`config.mk`:
```
export PLATFORM = sky130hd
export DESIGN_NAME = msg_slot_alloc
export DESIGN_NICKNAME = d
export VERILOG_FILES = /design/src/rtl/msa_pkg.sv /design/src/rtl/msa_first_free.sv /design/src/rtl/msa_used_bank.sv /design/src/rtl/msa_free_check.sv /design/src/rtl/msa_occ_counter.sv /design/src/rtl/msg_slot_alloc.sv
export SDC_FILE = /design/constraint.sdc
export NUM_CORES = 1
export LEC_CHECK = 0
export BUFFER_PORTS_ARGS = -buffer_cell sky130_fd_sc_hd__buf_2
export CAP_MARGIN = 20
export CORE_MARGIN = 1.5
export CORE_UTILIZATION = 45
export CTS_BUF_LIST = sky130_fd_sc_hd__clkbuf_8
export DETAILED_ROUTE_END_ITERATION = 10
export GPL_ROUTABILITY_DRIVEN = 0
export PLACE_DENSITY = 0.66
export SYNTH_ARGS = -nofsm -noshare
export SYNTH_HDL_FRONTEND = slang
export SYNTH_SLANG_ARGS = --single-unit
```
`constraint.sdc`:
```
create_clock -name clk_i -period 8.6 [get_ports clk_i]
set_input_delay 1.72 -clock clk_i [delete_from_list [all_inputs] [get_ports clk_i]]
set_output_delay 1.72 -clock clk_i [all_outputs]
set_load 0.005 [all_outputs]
```
`src/rtl/msa_pkg.sv`:
```
package msa_pkg;
  localparam int unsigned MSA_DEF_SLOTS = 32;

  // first slot index usable by transmit traffic
  function automatic int unsigned msa_tx_floor(input int unsigned slots);
    return slots / 4;
  endfunction
endpackage

```
`src/rtl/msa_first_free.sv`:
```
module msa_first_free #(
  parameter int unsigned SLOTS = 32,
  parameter int unsigned BASE  = 0,
  localparam int unsigned IDX_W = $clog2(SLOTS)
) (
  input  logic [SLOTS-1:0] avail_i,
  output logic             hit_o,
  output logic [IDX_W-1:0] idx_o,
  output logic [SLOTS-1:0] onehot_o
);
  always_comb begin
    hit_o = 1'b0;
    idx_o = '0;
    // descending scan: last match is the lowest index
    for (int i = int'(SLOTS) - 1; i >= int'(BASE); i--) begin
      if (avail_i[i]) begin
        hit_o = 1'b1;
        idx_o = IDX_W'(i);
      end
    end
    onehot_o = hit_o ? (SLOTS'(1) << idx_o) : '0;
  end
endmodule

```
`src/rtl/msa_used_bank.sv`:
```
module msa_used_bank #(
  parameter int unsigned SLOTS = 32
) (
  input  logic             clk_i,
  input  logic             rst_ni,
  input  logic [SLOTS-1:0] set_i,
  input  logic [SLOTS-1:0] clr_i,
  output logic [SLOTS-1:0] used_o
);
  for (genvar g = 0; g < SLOTS; g++) begin : g_slot
    always_ff @(posedge clk_i or negedge rst_ni) begin
      if (!rst_ni)       used_o[g] <= 1'b0;
      else if (set_i[g]) used_o[g] <= 1'b1;  // set wins over clear
      else if (clr_i[g]) used_o[g] <= 1'b0;
    end

    AST_SET_MARKS_USED: assert property (@(posedge clk_i) disable iff (!rst_ni)
      set_i[g] |=> used_o[g]);
  end
endmodule

```
`src/rtl/msa_free_check.sv`:
```
module msa_free_check #(
  parameter int unsigned SLOTS = 32,
  localparam int unsigned IDX_W = $clog2(SLOTS)
) (
  input  logic             clk_i,
  input  logic             rst_ni,
  input  logic             free_i,
  input  logic [IDX_W-1:0] free_idx_i,
  input  logic [SLOTS-1:0] used_i,
  output logic [SLOTS-1:0] clr_o,
  output logic             dec_o,
  output logic             err_o
);
  logic [SLOTS-1:0] sel;
  logic             dbl;

  assign sel   = free_i ? (SLOTS'(1) << free_idx_i) : '0;
  assign clr_o = sel & used_i;
  assign dec_o = |clr_o;
  assign dbl   = free_i & ~used_i[free_idx_i];

  always_ff @(posedge clk_i or negedge rst_ni) begin
    if (!rst_ni)  err_o <= 1'b0;
    else if (dbl) err_o <= 1'b1;
  end

  AST_ERR_STICKY: assert property (@(posedge clk_i) disable iff (!rst_ni)
    err_o |=> err_o);
  AST_DBL_FLAGS: assert property (@(posedge clk_i) disable iff (!rst_ni)
    (free_i && !used_i[free_idx_i]) |=> err_o);
endmodule

```
`src/rtl/msa_occ_counter.sv`:
```
module msa_occ_counter #(
  parameter int unsigned CNT_W = 6
) (
  input  logic             clk_i,
  input  logic             rst_ni,
  input  logic [1:0]       inc_i,
  input  logic             dec_i,
  output logic [CNT_W-1:0] occ_o
);
  always_ff @(posedge clk_i or negedge rst_ni) begin
    if (!rst_ni) occ_o <= '0;
    else         occ_o <= occ_o + CNT_W'(inc_i) - CNT_W'(dec_i);
  end
endmodule

```
`src/rtl/msg_slot_alloc.sv`:
```
module msg_slot_alloc
  import msa_pkg::*;
#(
  parameter int unsigned SLOTS = MSA_DEF_SLOTS,
  localparam int unsigned IDX_W = $clog2(SLOTS),
  localparam int unsigned CNT_W = IDX_W + 1,
  localparam int unsigned TX_LO = msa_tx_floor(SLOTS)
) (
  input  logic             clk_i,
  input  logic             rst_ni,
  input  logic             rx_req_i,
  output logic             rx_gnt_o,
  output logic             rx_fail_o,
  output logic [IDX_W-1:0] rx_idx_o,
  input  logic             tx_req_i,
  output logic             tx_gnt_o,
  output logic             tx_fail_o,
  output logic [IDX_W-1:0] tx_idx_o,
  input  logic             free_i,
  input  logic [IDX_W-1:0] free_idx_i,
  output logic [CNT_W-1:0] occ_o,
  output logic             err_o
);
  logic [SLOTS-1:0] used_q, clr_w, set_w;
  logic [SLOTS-1:0] avail_rx, avail_tx, rx_oh, tx_oh;
  logic             rx_hit, tx_hit, dec_w;

  msa_free_check #(.SLOTS(SLOTS)) u_free (
    .clk_i, .rst_ni, .free_i, .free_idx_i,
    .used_i(used_q), .clr_o(clr_w), .dec_o(dec_w), .err_o
  );

  // a slot freed this cycle is already visible as free
  assign avail_rx = ~used_q | clr_w;

  msa_first_free #(.SLOTS(SLOTS), .BASE(0)) u_rx_find (
    .avail_i(avail_rx), .hit_o(rx_hit), .idx_o(rx_idx_o), .onehot_o(rx_oh)
  );

  assign rx_gnt_o  = rx_req_i & rx_hit;
  assign rx_fail_o = rx_req_i & ~rx_hit;
  assign avail_tx  = avail_rx & ~(rx_gnt_o ? rx_oh : '0);

  msa_first_free #(.SLOTS(SLOTS), .BASE(TX_LO)) u_tx_find (
    .avail_i(avail_tx), .hit_o(tx_hit), .idx_o(tx_idx_o), .onehot_o(tx_oh)
  );

  assign tx_gnt_o  = tx_req_i & tx_hit;
  assign tx_fail_o = tx_req_i & ~tx_hit;
  assign set_w     = (rx_gnt_o ? rx_oh : '0) | (tx_gnt_o ? tx_oh : '0);

  msa_used_bank #(.SLOTS(SLOTS)) u_bank (
    .clk_i, .rst_ni, .set_i(set_w), .clr_i(clr_w), .used_o(used_q)
  );

  msa_occ_counter #(.CNT_W(CNT_W)) u_occ (
    .clk_i, .rst_ni,
    .inc_i({1'b0, rx_gnt_o} + {1'b0, tx_gnt_o}),
    .dec_i(dec_w), .occ_o
  );

  AST_RX_FREE_SLOT: assert property (@(posedge clk_i) disable iff (!rst_ni)
    rx_gnt_o |-> (!used_q[rx_idx_o] || clr_w[rx_idx_o]));
  AST_TX_FLOOR: assert property (@(posedge clk_i) disable iff (!rst_ni)
    tx_gnt_o |-> (int'(tx_idx_o) >= int'(TX_LO)));
  AST_RX_CLAIMED: assert property (@(posedge clk_i) disable iff (!rst_ni)
    rx_gnt_o |=> used_q[$past(rx_idx_o)]);
  AST_FAIL_XOR_GNT: assert property (@(posedge clk_i) disable iff (!rst_ni)
    !(rx_gnt_o && rx_fail_o) && !(tx_gnt_o && tx_fail_o)
    && (rx_req_i || !(rx_gnt_o || rx_fail_o)));
  AST_DISTINCT: assert property (@(posedge clk_i) disable iff (!rst_ni)
    (rx_gnt_o && tx_gnt_o) |-> (rx_idx_o != tx_idx_o));
  AST_OCC_MATCH: assert property (@(posedge clk_i) disable iff (!rst_ni)
    int'(occ_o) == $countones(used_q));
endmodule

```
# Yosys cells after proc, flatten, opt, wreduce, memory -nomap -nowiden
# Index checks and enable logic that the tools add are counted.
[word_totals]
reg_bits = 39
latch_bits = 0
ramBits = 0
mem_bits_ro = 0
in_bits = 10
out_inout_bits = 21
elab_cells = 271
memories = 0
[classes]
addsub = 3
n_mul = 0
div = 0
order_cmp = 1
n_eq_ne = 0
shifts = 3
mux = 183
n_bitwise = 14
n_reduce_logical = 33
[op_table]
columns = ["cell", "n"]
rows = [
  ["2-to-1 mux 5 bit", 56],
  ["2-to-1 mux 32 bit", 5],
  ["2-to-1 mux 1 bit", 121],
  ["<< shifter 1 x 5 -> 32 bit, first input constant", 3],
  ["bitwise AND 32 bit", 2],
  ["NOT 32 bit", 2],
  ["bitwise OR 32 bit", 2],
  ["nonzero test 2 bit", 32],
  ["OR reduction 32 bit", 1],
  ["adder 6 x 2 -> 6 bit", 1],
  ["less-than comparator 5 x 6 -> 1 bit, second input constant", 1],
  ["subtractor 6 x 1 -> 6 bit", 1],
  ["bitwise AND 1 bit", 5],
  ["binary-select mux 1 bit (select 5 bit)", 1],
  ["NOT 1 bit", 3],
  ["adder 1 x 1 -> 2 bit", 1],
]

# Logic depth before layout (Yosys ltp)
# Gate-level depths: netlist of the first run.
[depth]
depth_word = 70
ltp_mapped = 24
depth_no_buf = 20

# Modules after synthesis
# A second synthesis of the first run with hierarchy kept.
[unflattened]
hier_cells = 613
area_unflattened_um2 = 4827.1
[modules_own_cells]
columns = ["module", "instances", "cells_per_inst", "area_per_inst_um2", "seq_area_each_um2"]
rows = [
  ["msa_used_bank", 1, 96, 1161.1, 800.8],
  ["msa_free_check", 1, 132, 960.9, 25.0],
  ["msg_slot_alloc", 1, 114, 865.8, 0.0],
  ["msa_first_free at u_tx_find", 1, 113, 726.9, 0.0],
  ["msa_first_free at u_rx_find", 1, 118, 701.9, 0.0],
  ["msa_occ_counter", 1, 40, 410.4, 150.1],
]

# Least setup slack after synthesis of the first run
# No wires, ideal clock.
[synth_path]
path_kind = "input-to-output"
startpoint = "in free_idx_i[2]"
endpoint = "out tx_gnt_o"
arrival_time_ns = 4.707
required_time_ns = 6.880
slack_ns = 2.173
stages = 16
n_path_buf = 4
cell_sequence = "buf_4 buf_6 buf_4 and2b_1 a211oi_2 o2bb2ai_1 a31oi_4 inv_2 buf_2 nand4_1 maj3_1 a21oi_1 o211ai_1 or3_1 o21ai_1 inv_1"
[synth_via]
elab_chain_len = 66
elab_cells_between_ends = 99
classes_between = "shift: 2; mux: 91; bitwise: 6"
[synth_lines]
columns = ["item", "line", "text"]
rows = [
  ["start, declared", "msg_slot_alloc.sv:20", "input logic [IDX_W-1:0] free_idx_i,"],
  ["<< shifter 1 x 5 -> 32 bit (*)", "msa_free_check.sv:17", "assign sel = free_i ? (SLOTS'(1) << free_idx_i) : '0;"],
  ["2-to-1 mux 32 bit (*)", "msa_free_check.sv:17", ""],
  ["bitwise AND 32 bit (*)", "msa_free_check.sv:18", "assign clr_o = sel & used_i;"],
  ["bitwise OR 32 bit (*)", "msg_slot_alloc.sv:34", "assign avail_rx = ~used_q | clr_w;"],
  ["2-to-1 mux 5 bit (31 in series)", "msa_first_free.sv:16", "if (avail_i[i]) begin"],
  ["2-to-1 mux 5 bit (*)", "msa_first_free.sv:16", ""],
  ["net rx_idx_o[2]", "msg_slot_alloc.sv:14", "output logic [IDX_W-1:0] rx_idx_o,"],
  ["<< shifter 1 x 5 -> 32 bit (*)", "msa_first_free.sv:21", "onehot_o = hit_o ? (SLOTS'(1) << idx_o) : '0;"],
  ["2-to-1 mux 32 bit (*)", "msa_first_free.sv:21", ""],
  ["2-to-1 mux 32 bit (*)", "msg_slot_alloc.sv:42", "assign avail_tx = avail_rx & ~(rx_gnt_o ? rx_oh : '0);"],
  ["NOT 32 bit (*)", "msg_slot_alloc.sv:42", ""],
  ["bitwise AND 32 bit (*)", "msg_slot_alloc.sv:42", ""],
  ["2-to-1 mux 1 bit (23 in series)", "msa_first_free.sv:16", ""],
  ["2-to-1 mux 1 bit (*)", "msa_first_free.sv:16", ""],
  ["bitwise AND 1 bit (*)", "msg_slot_alloc.sv:48", "assign tx_gnt_o = tx_req_i & tx_hit;"],
  ["end, declared", "msg_slot_alloc.sv:16", "output logic tx_gnt_o,"],
]
# Mark *: on every way through the listed nets, which the timed path passes. The rest lies on a longest branch.

# Final worst setup path of the first run
[layout_path]
startpoint = "in free_idx_i[1]"
endpoint = "out tx_gnt_o"
[layout_via]
elab_chain_len = 66
elab_cells_between_ends = 99
classes_between = "shift: 2; mux: 91; bitwise: 6"
[layout_lines]
columns = ["item", "line"]
rows = [
  ["<< shifter 1 x 5 -> 32 bit (*)", "msa_free_check.sv:17"],
  ["2-to-1 mux 32 bit (*)", "msa_free_check.sv:17"],
  ["bitwise AND 32 bit (*)", "msa_free_check.sv:18"],
  ["bitwise OR 32 bit (*)", "msg_slot_alloc.sv:34"],
  ["2-to-1 mux 5 bit (32 in series)", "msa_first_free.sv:16"],
  ["<< shifter 1 x 5 -> 32 bit", "msa_first_free.sv:21"],
  ["2-to-1 mux 32 bit", "msa_first_free.sv:21"],
  ["2-to-1 mux 32 bit", "msg_slot_alloc.sv:42"],
  ["NOT 32 bit", "msg_slot_alloc.sv:42"],
  ["bitwise AND 32 bit (*)", "msg_slot_alloc.sv:42"],
  ["2-to-1 mux 1 bit (23 in series)", "msa_first_free.sv:16"],
  ["2-to-1 mux 1 bit (*)", "msa_first_free.sv:16"],
  ["bitwise AND 1 bit (*)", "msg_slot_alloc.sv:48"],
]
# Mark *: on every way between the ends. The rest lies on a longest branch, timed or not.

==> impl_table.tex, run 1 <==
\begin{tabular}{lr}
\hline
Metric & Value \\
\hline
\multicolumn{2}{l}{\textbf{Outcome}} \\
\quad Result of the run & completed \\
\multicolumn{2}{l}{\textbf{STA}} \\
\quad Transition time at the pin with the least slew margin & 1070 ps \\
\quad Final worst-path cycle share & 93.4\% \\
\quad Unrepaired setup endpoints after global routing & false \\
\quad Maximum clock frequency & 124 MHz \\
\quad Max-slew headroom at the worst pin & 28.4\% \\
\quad Post-layout minimum cycle time & 8030 ps \\
\quad Number of max-slew violations in the final report & 0 \\
\quad Clock Skews & 10.2 ps \\
\quad Final hold vios & 0 \\
\quad Setup total negative slack & 0 ps \\
\quad Final setup violating endpoints & 0 \\
\multicolumn{2}{l}{\textbf{Clocking}} \\
\quad Hold\_buf cts & 0 \\
\quad H-tree levels & 2 \\
\quad Reg clk slew, reported paths & 90 ps \\
\quad CTS root buf & sky130\_fd\_sc\_hd\_\_clkbuf\_8 \\
\quad CTS Buffer Depth & 2 \\
\quad Resize count post-CTS & 0 \\
\quad CTS sink cnt & 39 \\
\quad TritonCTS clock tree & done \\
\quad Post-CTS setup buffers & 0 \\
\quad Clock latency on the worst-skew pair & 300 ps \\
\quad Number of CTS-inserted buffers & 5 \\
\multicolumn{2}{l}{\textbf{Yosys}} \\
\quad Cell variety after synth & 96 \\
\quad Number of nets in the synthesized netlist & 540 \\
\quad Commonest register cell after synthesis & sky130\_fd\_sc\_hd\_\_dfrtp\_1 \\
\quad Cell area after synthesis & 4280 µm² \\
\quad Syn. warnings & 0 \\
\quad EDFF count, synth & 0 \\
\quad Share of synthesized flip-flops with an asynchronous set or reset & 100\% \\
\quad Total of flip-flops plus latches after synthesis & 39 \\
\quad Avg Inst Size Synth & 8.18 µm² \\
\quad Cells after Synth & 523 \\
\quad Sequential fraction of the synthesis area & 22.8\% \\
\multicolumn{2}{l}{\textbf{Final layout}} \\
\quad Antenna Cells & 0 \\
\quad Fraction of layout cells with a size suffix above 1 & 15.9\% \\
\quad Filler Cells Inserted & 892 \\
\quad Nets & 553 \\
\quad End-of-flow core utilization & 49.2\% \\
\quad Layout area overhead & 6.23\% \\
\quad Commonest non-fill, non-tap cell in the layout & sky130\_fd\_sc\_hd\_\_nand2\_1 \\
\quad Commonest cells after routing, fill and taps aside & sky130\_fd\_sc\_hd\_\_nand2\_1, sky130\_fd\_sc\_hd\_\_dfrtp\_1, sky130\_fd\_sc\_hd\_\_o21ai\_0 \\
\multicolumn{2}{l}{\textbf{Detailed routing}} \\
\quad DRC violations left & 0 \\
\quad Post-detailed-route count of antenna-violating nets & 0 \\
\quad Router iterations before antenna repair & 6 \\
\quad Drt total wl & 15,100 µm \\
\quad Drt initial violations & 570 \\
\quad Average via count per standard cell & 7.20 \\
\quad WL/cell & 22.7 µm \\
\quad Detailed-route via count & 4,787 \\
\multicolumn{2}{l}{\textbf{Global route}} \\
\quad Antenna violations before repair & 0 \\
\quad Wire length of the first global-routing pass & 23,800 µm \\
\quad Pin count of the biggest net entering global routing & 40 \\
\quad Total routing resource utilization after global routing & 30.6\% \\
\quad Global route overflow & 0 \\
\quad Vias in the first global route & 4,345 \\
\multicolumn{2}{l}{\textbf{Worst setup path}} \\
\quad Critical path's top delay family & compound AO/OA/AOI/OAI gates \\
\quad Kind of capture point of the worst setup path & output port \\
\quad R2R Path End & u\_occ.occ\_o[4] \\
\quad Type of the worst setup path & in2out \\
\quad Largest stage delay on the critical path & 860 ps \\
\quad Critical path required time & 6880 ps \\
\quad Crit path launch & free\_idx\_i[1] \\
\quad Data arrival time at the worst-slack endpoint & 6310 ps \\
\quad Count of cells along the worst register-to-register path & 18 \\
\quad Maximum fanout count along the critical path & 19 \\
\quad Buffering stage count on the worst path with inverters included & 4 \\
\quad Worst-path cell with the longest stage delay & sky130\_fd\_sc\_hd\_\_o211ai\_1 \\
\quad Critical-path cell list & buf\_2, buf\_4, or2\_1, o21a\_1, a31o\_1, o211ai\_1, nand3\_1, o31a\_1, a21oi\_1, o211ai\_1, or3\_1, o21ai\_1, inv\_1, buf\_2 \\
\quad Reg2Reg Setup Slack & 3120 ps \\
\quad Category of the worst setup path launch point & primary input \\
\quad Number of cells on the critical path & 14 \\
\quad Beginning of the worst register-to-register path & u\_bank.used\_o[18] \\
\quad Endpoint of the most critical setup path & tx\_gnt\_o \\
\multicolumn{2}{l}{\textbf{Power and ir drop}} \\
\quad Static Leakage & 1.71 nW \\
\quad Power density normalized to cell area & 358 nW/µm² \\
\quad Total Power Consumption & 0.00163 W \\
\quad Highest ir drop seen on vdd & 0.000343 V \\
\multicolumn{2}{l}{\textbf{Floorplanning}} \\
\quad Overall die width & 100 µm \\
\quad Total number of placement rows & 35 \\
\quad Number of ports placed on the die boundary & 31 \\
\quad Core box area & 9240 µm² \\
\quad Initial core utilization & 46.3\% \\
\quad Vert. Die Dim & 100 µm \\
\quad Die outline area & 10,100 µm² \\
\multicolumn{2}{l}{\textbf{Min path}} \\
\quad HP Class & reg2reg \\
\multicolumn{2}{l}{\textbf{Placement}} \\
\quad IO buf count & 30 \\
\quad Dpl hpwl & 11,500 µm \\
\multicolumn{2}{l}{\textbf{Run}} \\
\quad Max cap viols & 0 \\
\hline
\end{tabular}
[kinds of logic (layout without fill, tap and decap cells)]
group | count (synthesis) | count (layout) | share of synthesized area, %
muxes | 15 | 15 | 5.91
DFF | 39 | 39 | 22.8
xor gates and xnor gates | 7 | 7 | 1.43
and+or+nand+nor | 189 | 189 | 25.2
buffers and inverters | 53 | 66 | 6.00
AOI/OAI and AO/OA | 211 | 211 | 35.8
adders and majority gates | 9 | 9 | 2.87
[cell type report]
cell class	count	area, µm²	area share, %
Sequential cell	39	976	21.5
Tap cell	129	161	3.55
Timing Repair Buffer	33	173	3.80
Clock buffer	6	82.6	1.82
Clock inverter	1	8.76	0.193
Inverter	26	97.6	2.15
Multi-Input combinational cell	431	3040	67.0
[cell usage after synthesis (5+ instances only)]
library cell               instances  area share, %
sky130_fd_sc_hd__nand2_1          48            4.2
sky130_fd_sc_hd__buf_4             9            1.6
sky130_fd_sc_hd__and2_1            5           0.73
sky130_fd_sc_hd__xnor2_1           6            1.2
sky130_fd_sc_hd__nand2b_1         11            1.6
sky130_fd_sc_hd__nor2b_1           7            1.0
sky130_fd_sc_hd__o211ai_1          8            1.4
sky130_fd_sc_hd__nor4_1            6           0.88
sky130_fd_sc_hd__o21ai_0          38            4.4
sky130_fd_sc_hd__nor3_1            6           0.70
sky130_fd_sc_hd__a22oi_1           6            1.1
sky130_fd_sc_hd__buf_2             7           0.82
sky130_fd_sc_hd__o21ai_1          11            1.3
sky130_fd_sc_hd__inv_1            22            1.9
sky130_fd_sc_hd__nor2_1           25            2.2
sky130_fd_sc_hd__o31a_1            5            1.0
sky130_fd_sc_hd__o31ai_1           6            1.1
sky130_fd_sc_hd__o21a_1           12            2.1
sky130_fd_sc_hd__nand4_1          13            1.9
sky130_fd_sc_hd__and3_1            5           0.73
sky130_fd_sc_hd__dfrtp_1          39             23
sky130_fd_sc_hd__or3_1             6           0.88
sky130_fd_sc_hd__mux2i_1           5            1.2
sky130_fd_sc_hd__mux4_2            8            4.2
sky130_fd_sc_hd__ha_1              5            1.5
sky130_fd_sc_hd__a21oi_1          28            3.3
sky130_fd_sc_hd__clkbuf_1          7           0.61
sky130_fd_sc_hd__a21o_1            6            1.1
sky130_fd_sc_hd__nand3_1          21            2.5
sky130_fd_sc_hd__a31oi_1          19            2.8
sky130_fd_sc_hd__o21bai_1         10            1.8
[worst reg2reg max path: stages, from the launching register on]
cell                       delay (ps)
sky130_fd_sc_hd__dfrtp_1          500
sky130_fd_sc_hd__o311ai_0         220
sky130_fd_sc_hd__a31o_1           250
sky130_fd_sc_hd__o211ai_1         860
sky130_fd_sc_hd__nand3_1          500
sky130_fd_sc_hd__o31a_1           490
sky130_fd_sc_hd__a21oi_1          190
sky130_fd_sc_hd__o211ai_1         210
sky130_fd_sc_hd__or3_1            480
sky130_fd_sc_hd__o21ai_1          280
sky130_fd_sc_hd__ha_1             190
sky130_fd_sc_hd__inv_1             40
sky130_fd_sc_hd__fa_1             380
sky130_fd_sc_hd__inv_1             90
sky130_fd_sc_hd__fa_1             200
sky130_fd_sc_hd__inv_1             50
sky130_fd_sc_hd__a21o_1           140
sky130_fd_sc_hd__a21oi_1          190
sky130_fd_sc_hd__xnor2_1          150
[per-layer routing]
metal	vias up	share of wire (%)	global-route usage [%]
li1	2059	-	-
met3	78	14	9.22
met5	-	0	0
met4	0	4.6	11.6
met1	2238	40	42.3
met2	412	41	44.9
[power by group]
group          internal, W  switching (W)
logic             0.000378       0.000751
clock network    0.0000648      0.0000750
registers         0.000248       0.000111
[per-stage QoR]
stage / worst slack, ps / cells / instance area (µm²) / hold WS (ps)
floorplan: 2170 / 523 / 4280 / 451
global placement: 696 / 658 / 4450 / 436
detailed placement: 737 / 658 / 4450 / 440
CTS: 724 / 665 / 4540 / 460
global route: 433 / 665 / 4540 / 484
finish: 567 / 665 / 4540 / 458
[sequential cells by signal (all words and copies together), names as in the netlist]
| name | count |
|---|---|
| u_free.err_o | 1 |
| u_occ.occ_o | 6 |
| u_bank.used_o | 32 |
[worst min path at each step]
stage              endpoint  slack (ps)         start  cells past startpoint
2_1_floorplan  u_free.err_o         450  u_free.err_o                      1
3_3_place_gp   u_free.err_o         440  u_free.err_o                      1
3_5_place_dp   u_free.err_o         440  u_free.err_o                      1
4_1_cts        u_free.err_o         460  u_free.err_o                      1
5_1_grt        u_free.err_o         480  u_free.err_o                      1
6_report       u_free.err_o         460  u_free.err_o                      1
No activity file was read; power rests on OpenSTA's default activity.
==> inputs of run 2 (changes only) <==
Settings changed: CORE_ASPECT_RATIO set to 1.75.
==> run 2 against run 1 <==
Against the previous run: design area shrank 0.19%; clock power down 4%; core utilization rose by 0.38 points; highest routed layer unchanged; final cell count fell by 1.1%; maximum frequency shrank 1.2%; register-to-register slack got worse by 50 ps; non-clock buffer count up 1; clock skew decreased by 6.4 ps; power up 1.9%.
==> impl_table.tex, run 2 (synthesized netlist as in run 1, its figures left out) <==
\begin{tabular}{lr}
\hline
Metric & Value \\
\hline
\multicolumn{2}{l}{\textbf{Outcome}} \\
\quad Result of the run & completed (unchanged) \\
\multicolumn{2}{l}{\textbf{Final layout}} \\
\quad Antenna Cells & 0 (unchanged) \\
\quad Commonest non-fill, non-tap cell in the layout & sky130\_fd\_sc\_hd\_\_nand2\_1 (unchanged) \\
\quad Layout area overhead & 6.03\% (was 6.23\%) \\
\quad Fraction of layout cells with a size suffix above 1 & 16.2\% (was 15.9\%) \\
\quad Largest Register & u\_bank.used\_o (unchanged) \\
\quad Top flop regs & u\_bank.used\_o x32, u\_occ.occ\_o x6, u\_free.err\_o x1 (unchanged) \\
\quad Nets & 554 (was 553) \\
\quad Commonest cells after routing, fill and taps aside & sky130\_fd\_sc\_hd\_\_nand2\_1, sky130\_fd\_sc\_hd\_\_dfrtp\_1, sky130\_fd\_sc\_hd\_\_o21ai\_0 (unchanged) \\
\quad Number of flip-flops in the largest register & 32 (unchanged) \\
\multicolumn{2}{l}{\textbf{Clocking}} \\
\quad Number of CTS-inserted buffers & 5 (unchanged) \\
\quad CTS root buf & sky130\_fd\_sc\_hd\_\_clkbuf\_8 (unchanged) \\
\quad H-tree levels & 2 (unchanged) \\
\quad Reg clk slew, reported paths & 80 ps (was 90 ps) \\
\quad CTS sink cnt & 39 (unchanged) \\
\quad Hold\_buf cts & 0 (unchanged) \\
\quad Resize count post-CTS & 0 (unchanged) \\
\quad TritonCTS clock tree & done (unchanged) \\
\quad CTS Buffer Depth & 2 (unchanged) \\
\quad Clock latency on the worst-skew pair & 320 ps (was 300 ps) \\
\quad Post-CTS setup buffers & 0 (unchanged) \\
\multicolumn{2}{l}{\textbf{Floorplanning}} \\
\quad Total number of placement rows & 46 (was 35) \\
\quad Overall die width & 76.7 µm (was 100 µm) \\
\quad Vert. Die Dim & 132 µm (was 100 µm) \\
\quad Die outline area & 10,100 µm² (about the same) \\
\quad Core box area & 9150 µm² (was 9240 µm²) \\
\quad Initial core utilization & 46.7\% (was 46.3\%) \\
\quad Number of ports placed on the die boundary & 31 (unchanged) \\
\multicolumn{2}{l}{\textbf{Placement}} \\
\quad Dpl hpwl & 13,500 µm (was 11,500 µm) \\
\quad Worst slack, placed & 673 ps (was 737 ps) \\
\quad IO buf count & 30 (unchanged) \\
\multicolumn{2}{l}{\textbf{Worst setup path}} \\
\quad Critical path required time & 6880 ps (about the same) \\
\quad Data arrival time at the worst-slack endpoint & 6410 ps (was 6310 ps) \\
\quad Maximum fanout count along the critical path & 23 (was 19) \\
\quad Type of the worst setup path & in2out (unchanged) \\
\quad Critical-path cell list & buf\_2, buf\_4, nand4b\_2, o21a\_1, a31o\_1, o211ai\_1, nand3\_1, o31a\_1, a21oi\_1, o211ai\_1, or3\_1, o21ai\_1, inv\_1, buf\_2 (was buf\_2, buf\_4, or2\_1, o21a\_1, a31o\_1, o211ai\_1, nand3\_1, o31a\_1, a21oi\_1, o211ai\_1, or3\_1, o21ai\_1, inv\_1, buf\_2) \\
\quad Largest stage delay on the critical path & 940 ps (was 860 ps) \\
\quad Category of the worst setup path launch point & primary input (unchanged) \\
\quad Kind of capture point of the worst setup path & output port (unchanged) \\
\quad Worst-path cell with the longest stage delay & sky130\_fd\_sc\_hd\_\_o211ai\_1 (unchanged) \\
\multicolumn{2}{l}{\textbf{Power and ir drop}} \\
\quad Highest ir drop seen on vdd & 0.000232 V (was 0.000343 V) \\
\quad Power density normalized to cell area & 366 nW/µm² (was 358 nW/µm²) \\
\quad Static Leakage & 1.71 nW (about the same) \\
\multicolumn{2}{l}{\textbf{STA}} \\
\quad Final hold vios & 0 (unchanged) \\
\quad Final setup violating endpoints & 0 (unchanged) \\
\quad Final worst-path cycle share & 94.5\% (was 93.4\%) \\
\quad Final Hold Slack & 474 ps (was 458 ps) \\
\quad Post-layout minimum cycle time & 8130 ps (was 8030 ps) \\
\quad Transition time at the pin with the least slew margin & 1180 ps (was 1070 ps) \\
\quad Setup total negative slack & 0 ps (unchanged) \\
\quad Clock Skews & 3.75 ps (was 10.2 ps) \\
\quad Max-slew headroom at the worst pin & 20.9\% (was 28.4\%) \\
\quad Final worst setup slack & 473 ps (was 567 ps) \\
\quad Unrepaired setup endpoints after global routing & false (unchanged) \\
\quad Maximum clock frequency & 123 MHz (was 124 MHz) \\
\quad Number of max-slew violations in the final report & 0 (unchanged) \\
\multicolumn{2}{l}{\textbf{Global route}} \\
\quad Antenna violations before repair & 0 (unchanged) \\
\quad Wire length of the first global-routing pass & 27,800 µm (was 23,800 µm) \\
\quad Pin count of the biggest net entering global routing & 40 (unchanged) \\
\quad Vias in the first global route & 4,832 (was 4,345) \\
\quad Global route overflow & 0 (unchanged) \\
\quad Total routing resource utilization after global routing & 36.6\% (was 30.6\%) \\
\multicolumn{2}{l}{\textbf{Detailed routing}} \\
\quad Detailed-route via count & 4,899 (was 4,787) \\
\quad Drt initial violations & 709 (was 570) \\
\quad WL/cell & 27.4 µm (was 22.7 µm) \\
\quad Drt total wl & 18,000 µm (was 15,100 µm) \\
\quad DRC violations left & 0 (unchanged) \\
\quad Post-detailed-route count of antenna-violating nets & 0 (unchanged) \\
\quad Average via count per standard cell & 7.45 (was 7.20) \\
\quad Router iterations before antenna repair & 6 (unchanged) \\
\multicolumn{2}{l}{\textbf{Run}} \\
\quad Max cap viols & 0 (unchanged) \\
\multicolumn{2}{l}{\textbf{Min path}} \\
\quad HP Class & reg2reg (unchanged) \\
\hline
\end{tabular}
[run 2: cell types whose count changed in the layout (fill, tap and decap cells not counted), sizes merged]
cell / change
clkinv: +1
inv: -1
clkinvlp: +2
buf: +1
clkbuf: -1
[run 2: where the power goes]
| part | switching [W] | internal [W] | leakage [nW] |
|---|---|---|---|
| combinational | 0.000787 | 0.000378 | 1.21 |
| clock | 0.0000783 | 0.0000566 | 0.0402 |
| sequential | 0.000110 | 0.000248 | 0.455 |
[run 2: worst max-delay path, delay by kind of cell]
kind | cells | cell delay [ps]
compound gates | 7 | 2540
simple gates | 3 | 1260
buf+inv | 4 | 850
[run 2: layer usage]
metal / global-route usage [%] / vias to the layer above / part of all wire [%]
met3: 7.34 / 142 / 8.3
li1: - / 2068 / -
met1: 37.2 / 2291 / 32
met5: 0 / - / 0
met2: 61.5 / 398 / 48
met4: 34.0 / 0 / 11
[run 2: cell type report]
cell class | instances | area (µm²)
timing repair buffer | 34 | 178
clock inverter | 3 | 20.0
inverter | 26 | 97.6
clock buffer | 5 | 68.8
sequential | 39 | 976
multi-input combinational | 431 | 3040
tap | 120 | 150
fill | 867 | 4620
[run 2: through the flow]
stage / util (%) / power [W] / instance area, µm² / instances
5_1_grt: 49.5 / 0.00174 / 4530 / 658
2_1_floorplan: - / 0.00110 / 4280 / 523
3_5_place_dp: 48.5 / 0.00146 / 4440 / 649
3_3_place_gp: 48.5 / 0.00145 / 4440 / 649
6_report: 49.5 / 0.00166 / 4530 / 658
4_1_cts: 49.5 / 0.00160 / 4530 / 657
[run 2: path summary, 6_finish.rpt]
path	from	to	slack [ps]	cells after the start
max	free_idx_i[2]	tx_gnt_o	470	14
min	u_free.err_o	u_free.err_o	470	1
max reg2reg	u_bank.used_o[1]	u_occ.occ_o[4]	3070	19
min reg2reg	u_free.err_o	u_free.err_o	470	1
max in group asynchronous	rst_ni	u_bank.used_o[8]	6490	1
min in group asynchronous	rst_ni	u_bank.used_o[6]	1540	1
